==> config.mk <==
export PLATFORM = sky130hd
export DESIGN_NAME = bus2c_master
export DESIGN_NICKNAME = d
export VERILOG_FILES = /design/src/rtl/bus2c_pkg.sv /design/src/rtl/bus2c_decode.sv /design/src/rtl/bus2c_capture.sv /design/src/rtl/bus2c_master.sv
export SDC_FILE = /design/constraint.sdc
export NUM_CORES = 1
export LEC_CHECK = 0
export ABC_AREA = 1
export ABC_CLOCK_PERIOD_IN_PS = 3600
export BUFFER_PORTS_ARGS = -buffer_cell sky130_fd_sc_hd__buf_2
export CORE_UTILIZATION = 40
export CTS_BUF_LIST = sky130_fd_sc_hd__clkbuf_8
export DETAILED_ROUTE_END_ITERATION = 10
export GPL_ROUTABILITY_DRIVEN = 0
export PLACE_DENSITY = 0.65
export SLEW_MARGIN = 20
export SYNTH_ARGS = -nofsm -noshare
export SYNTH_HDL_FRONTEND = slang
export SYNTH_SLANG_ARGS = --single-unit
==> constraint.sdc <==
create_clock -name clk -period 3.6 [get_ports clk]
set_clock_uncertainty 0.15 [all_clocks]
set_input_delay 0.72 -clock clk [delete_from_list [all_inputs] [get_ports clk]]
set_output_delay 0.72 -clock clk [all_outputs]
set_load 0.01 [all_outputs]
==> src/rtl/bus2c_pkg.sv <==
package bus2c_pkg;
    typedef enum logic [1:0] {
        PH_IDLE   = 2'd0,
        PH_ADDR   = 2'd1,
        PH_STROBE = 2'd2
    } phase_e;
endpackage

==> src/rtl/bus2c_decode.sv <==
module bus2c_decode #(
    parameter int ADDR_W = 16,
    parameter int NUM_CS = 4,
    parameter logic [NUM_CS-1:0] CS_MAP = 4'b1011
) (
    input  logic              active,
    input  logic [ADDR_W-1:0] addr,
    output logic [NUM_CS-1:0] cs_n
);
    localparam int SEL_W = $clog2(NUM_CS);

    logic [SEL_W-1:0] sel;
    assign sel = addr[ADDR_W-1 -: SEL_W];

    for (genvar i = 0; i < NUM_CS; i++) begin : g_cs
        if (CS_MAP[i]) begin : g_mapped
            assign cs_n[i] = !(active && (sel == SEL_W'(i)));
        end else begin : g_hole
            assign cs_n[i] = 1'b1;
        end
    end
endmodule

==> src/rtl/bus2c_capture.sv <==
module bus2c_capture #(
    parameter int DATA_W = 8
) (
    input  logic              clk,
    input  logic              rst_n,
    input  logic              en,
    input  logic [DATA_W-1:0] din,
    output logic [DATA_W-1:0] q
);
    logic [DATA_W-1:0] cap_d, cap_q;

    always_comb begin
        cap_d = cap_q;
        if (en) cap_d = din;
    end

    always_ff @(negedge clk or negedge rst_n) begin
        if (!rst_n) cap_q <= '0;
        else        cap_q <= cap_d;
    end

    assign q = cap_q;
endmodule

==> src/rtl/bus2c_master.sv <==
module bus2c_master
    import bus2c_pkg::*;
#(
    parameter int ADDR_W = 16,
    parameter int DATA_W = 8,
    parameter int NUM_CS = 4,
    parameter logic [NUM_CS-1:0] CS_MAP = 4'b1011
) (
    input  logic              clk,
    input  logic              rst_n,
    input  logic              req_valid,
    input  logic              req_write,
    input  logic [ADDR_W-1:0] req_addr,
    input  logic [DATA_W-1:0] req_wdata,
    output logic              req_ready,
    output logic              done,
    output logic [DATA_W-1:0] rd_data,
    output logic [ADDR_W-1:0] bus_addr,
    output logic [DATA_W-1:0] bus_dout,
    input  logic [DATA_W-1:0] bus_din,
    output logic              bus_oe,
    output logic              rd_n,
    output logic              wr_n,
    output logic [NUM_CS-1:0] cs_n
);
    typedef struct packed {
        phase_e            ph;
        logic              wr;
        logic [ADDR_W-1:0] addr;
        logic [DATA_W-1:0] wdata;
        logic              rd_n;
        logic              wr_n;
        logic              oe;
        logic              done;
        logic [DATA_W-1:0] rdata;
    } regs_t;

    localparam regs_t RESET_VAL = '{
        ph: PH_IDLE, wr: 1'b0, addr: '0, wdata: '0,
        rd_n: 1'b1, wr_n: 1'b1, oe: 1'b0, done: 1'b0, rdata: '0
    };

    regs_t             r_d, r_q;
    logic [DATA_W-1:0] cap_byte;
    logic              cap_en;

    assign cap_en = (r_q.ph == PH_STROBE) && !r_q.wr;

    bus2c_capture #(.DATA_W(DATA_W)) u_cap (
        .clk   (clk),
        .rst_n (rst_n),
        .en    (cap_en),
        .din   (bus_din),
        .q     (cap_byte)
    );

    bus2c_decode #(.ADDR_W(ADDR_W), .NUM_CS(NUM_CS), .CS_MAP(CS_MAP)) u_dec (
        .active (r_q.ph != PH_IDLE),
        .addr   (r_q.addr),
        .cs_n   (cs_n)
    );

    always_comb begin
        r_d      = r_q;
        r_d.done = 1'b0;
        unique case (r_q.ph)
            PH_IDLE: begin
                r_d.oe = 1'b0;
                if (req_valid) begin
                    r_d.ph    = PH_ADDR;
                    r_d.wr    = req_write;
                    r_d.addr  = req_addr;
                    r_d.wdata = req_wdata;
                end
            end
            PH_ADDR: begin
                r_d.ph = PH_STROBE;
                if (r_q.wr) begin
                    r_d.wr_n = 1'b0;
                    r_d.oe   = 1'b1;
                end else begin
                    r_d.rd_n = 1'b0;
                end
            end
            PH_STROBE: begin
                r_d.ph   = PH_IDLE;
                r_d.rd_n = 1'b1;
                r_d.wr_n = 1'b1;
                r_d.done = 1'b1;
                if (!r_q.wr) r_d.rdata = cap_byte;
            end
            default: r_d = RESET_VAL;
        endcase
    end

    always_ff @(posedge clk or negedge rst_n) begin
        if (!rst_n) r_q <= RESET_VAL;
        else        r_q <= r_d;
    end

    assign req_ready = (r_q.ph == PH_IDLE);
    assign done      = r_q.done;
    assign rd_data   = r_q.rdata;
    assign bus_addr  = r_q.addr;
    assign bus_dout  = r_q.wdata;
    assign bus_oe    = r_q.oe;
    assign rd_n      = r_q.rd_n;
    assign wr_n      = r_q.wr_n;

    a_r10_idle_quiet: assert property (@(posedge clk) disable iff (!rst_n)
        (r_q.ph == PH_IDLE) |-> (rd_n && wr_n && (&cs_n)));
    a_r4_no_dual_strobe: assert property (@(posedge clk) disable iff (!rst_n)
        (rd_n || wr_n));
    a_r4_read_drivers_off: assert property (@(posedge clk) disable iff (!rst_n)
        !rd_n |-> !bus_oe);
    a_r8_one_select: assert property (@(posedge clk) disable iff (!rst_n)
        $onehot0(~cs_n));
    a_r7_write_hold: assert property (@(posedge clk) disable iff (!rst_n)
        $rose(wr_n) |-> (bus_oe && $stable(bus_dout)));
    a_r9_done_single: assert property (@(posedge clk) disable iff (!rst_n)
        done |=> !done);
    a_r2_addr_held: assert property (@(posedge clk) disable iff (!rst_n)
        (r_q.ph == PH_STROBE) |-> $stable(bus_addr));
endmodule

# Yosys cells after proc, flatten, opt, wreduce, memory -nomap -nowiden
# Index checks and enable logic that the tools add are counted.
# totals
elab_cells	49
out_inout_bits	41
memories	0
ramBits	0
latchBits	0
romBits	0
regBits	47
# op_classes
div	0
multipliers	0
shift	0
eq_ne	8
n_mux	9
n_lt_le_gt_ge	0
n_reduce_logical	18
add_sub_neg	0
bitwise_logic	4
# op_table
operator	n
$pmux W25 S2	1
$mux W27	1
$pmux W9 S2	1
$reduce_and A2 Y1	5
$mux W8	1
$ne A2 B2 Y1 const B	4
$pmux W2 S2	2
$eq A2 B1 Y1 const B	2
$eq A2 B2 Y1 const B	2
$logic_and A1 B1 Y1	4
$logic_not A1 Y1	4
$logic_not A2 Y1	2
$not A1 Y1	4
$reduce_or A2 Y1	2
$mux W2	1
$pmux W1 S2	1
$reduce_bool A2 Y1	1
$mux W1	1

# Depth between registers and ports, before layout
# depth
ltp_word	4
mapped_depth	7
ltp_nobuf	6

# Cells and area by module
# Synthesis repeated with hierarchy kept, for this count alone.
# unflattened
hier_cells	268
hier_area_um2	2356.0
# by_module_without_submodules
module	seq_area_each_um2	instances	area_per_inst_um2	cells_per_inst
bus2c_master	978.4	1	2018.2	227
bus2c_capture	200.2	1	305.3	34
bus2c_decode	0.0	1	32.5	7

==> results.sh <==
export IMPL_yosys_area_share_adder=0.0261
export IMPL_worstPathMaxFanout=11
export IMPL_final_cells=380
export IMPL_post_synth_and_or_nand_nor_area_fraction=0.297
export IMPL_crit_arrival_ns=1.36
export IMPL_synth_top_family_by_area="simple AND/OR/NAND/NOR gates"
export IMPL_postCtsHoldBufs=0
export IMPL_yosys_warnings=0
export IMPL_root_buffer="clkbuf_8"
export IMPL_avgRoutedWirePerCell_um=11.9
export IMPL_synth_compound_area_frac=0.00836
export IMPL_timing_setup_tns_ns=0
export IMPL_die_width_um=79.4
export IMPL_initial_core_util=0.424
export IMPL_groute_usage_overall=0.154
export IMPL_antenna_found_initial=0
export IMPL_numCtsBuffers=5
export IMPL_path_clk_slew_ns=0.08
export IMPL_antenna_cells=0
export IMPL_crit_start="r_q[36]"
export IMPL_hold_violations=0
export IMPL_p_sw_frac=0.436
export IMPL_end_kind="register"
export IMPL_syn_area_um2=2390
export IMPL_grt_remaining_overflow=0
export IMPL_cts_num_sinks=47
export IMPL_seq_power_share=0.392
export IMPL_worstSetupPathType="register to register"
export IMPL_reg2reg_slack_ns=0.44
export IMPL_via_per_inst=4.73
export IMPL_r2r_start="r_q[36]"
export IMPL_drive_above_1_share=0.334
export IMPL_yosysSeqAreaShare=0.492
export IMPL_rsz0062_at_grt="false"
export IMPL_cts_tree="done"
export IMPL_maxCapViolCount=0
export IMPL_synth_fp_nets=309
export IMPL_clk_latency_ns=0.29
export IMPL_core_area_um2=5640
export IMPL_dp_hpwl_um=3200
export IMPL_port_buffers=75
export IMPL_synth_area_per_cell_um2=8.94
export IMPL_fillCellCount=565
export IMPL_die_height_um=79.4
export IMPL_die_area_um2=6300
export IMPL_drtIter0Drc=64
export IMPL_clock_power_share=0.145
export IMPL_leakage_uw=0.00158
export IMPL_cts_max_level=2
export IMPL_cts_path_max_buffers=2
export IMPL_drv_slew=0
export IMPL_grt_pass1_wl_um=7470
export IMPL_place_inst=372
export IMPL_combPwrFrac=0.463
export IMPL_vias=1798
export IMPL_p_int_uw=1310
export IMPL_synth_xor_area_share=0
export IMPL_fin_hold_ws_ns=0.127
export IMPL_cts_setup_buffers=0
export IMPL_tightestPinTransition_ns=0.623
export IMPL_required_ns=1.80
export IMPL_grt_pass1_vias=1560
export IMPL_cp_endpoint="u_cap.q[6]"
export IMPL_ant_nets=0
export IMPL_synthMuxAreaShare=0
export IMPL_synth_seq_cells=47
export IMPL_ios=77
export IMPL_reg2reg_depth=4
export IMPL_grt_max_degree=39
export IMPL_irDropWorstVdd_v=0.000804
export IMPL_post_cts_resize_count=0
export IMPL_powerDensity_nw_per_um2=884
export IMPL_switchingPower_uw=1010
export IMPL_slew_headroom=0.585
export IMPL_hp_class="input pin to asynchronous set/reset pin"
export IMPL_rows=27
export IMPL_worst_slack_ns=0.439
export IMPL_yosysUniqueCellTypes=20
export IMPL_pre_cts_ws_ns=0.464
export IMPL_dr_pass1_iters=4
export IMPL_drc=0
export IMPL_setup_violations_final=0
export IMPL_outcome="finished clean"
export IMPL_synthCells=268
export IMPL_syn_to_final_growth_pct=9.51
export IMPL_startpoint_type="register"
export IMPL_fin_nets=348
export IMPL_wl_um=4530
export IMPL_r2r_end="u_cap.q[6]"
sequential cells by signal, indices dropped and copies added, names as in the netlist:
register and count:
bus_addr 16, bus_dout 8, bus_oe 1, done 1, r_q 3, rd_data 8, rd_n 1, u_cap.q 8
wr_n 1
placed cells by master, fill, tap and decap left out, drive strengths merged:
cell,netlist,layout
buf,46,78
clkbuf,0,7
conb,1,1
dfrtn,8,8
dfrtp,37,37
dfstp,2,2
ha,5,5
inv,15,16
nand2,101,101
nand3,17,17
nand4,25,25
nor2,7,7
o21ai,4,4
cells in the mapped netlist, drive strengths merged:
library cell  instances  area (µm²)
nor2                  7        42.5
dfstp                 2        52.6
inv                  15        58.8
o21ai                 4        20.0
ha                    5        62.6
nand4                25         156
dfrtp                37         926
buf                  46         360
nand3                17        85.1
dfrtn                 8         200
nand2               101         427
conb                  1        3.75
power groups by stage:
stage	clock network, µW	registers, µW	logic (µW)
2_1_floorplan	0	897	1040
3_3_place_gp	0	912	1080
3_5_place_dp	0	919	1100
4_1_cts	350	912	1090
5_1_grt	371	940	1220
6_report	336	910	1070
routing by layer:
| metal | GRT usage | vias to the layer above | routed length, µm | share of wire |
|---|---|---|---|---|
| met4 | 0.0545 | 0 | 68 | 0.015 |
| met5 | 0 | - | 0 | 0 |
| li1 | - | 899 | - | - |
| met3 | 0.0320 | 5 | 180 | 0.040 |
| met2 | 0.232 | 47 | 2010 | 0.44 |
| met1 | 0.217 | 847 | 2280 | 0.50 |
worst max-delay path, cell delays in order (launching register included):
cell	delay, ns
dfrtp_1	0.41
inv_1	0.25
nand2_1	0.25
nand2_1	0.12
nand2_1	0.05
layout make-up:
class                      count  area (µm²)  share of cell area
timing repair buffer          78         398               0.152
clock buffer                   7        96.3              0.0367
sequential                    47        1180               0.449
clock inverter                 1        3.75             0.00143
tap                           72        90.1              0.0344
inverter                      15        58.8              0.0224
multi-input combinational    160         797               0.304
per-stage QoR:
step           utilization  instance area (µm²)  power, µW
2_1_floorplan            -                 2390       1940
6_report             0.465                 2620       2320
5_1_grt              0.465                 2620       2530
4_1_cts              0.465                 2620       2360
3_5_place_dp         0.447                 2520       2020
3_3_place_gp         0.447                 2520       1990
how the worst min path moves through the flow:
stage	start	to	cells past startpoint
2_1_floorplan	u_cap.q[0]	u_cap.q[0]	2
3_3_place_gp	u_cap.q[6]	u_cap.q[6]	2
3_5_place_dp	u_cap.q[1]	u_cap.q[1]	2
4_1_cts	rst_n	bus_oe	1
5_1_grt	rst_n	bus_oe	1
6_report	rst_n	bus_oe	1
kinds of logic after synthesis:
group	Yosys count
AND/OR/NAND/NOR	150
other	1
buffers and inverters	61
flip-flops	47
AO/OA/AOI/OAI	4
adder cells (fa/ha/maj)	5
Power figures use the tool's default switching activity.
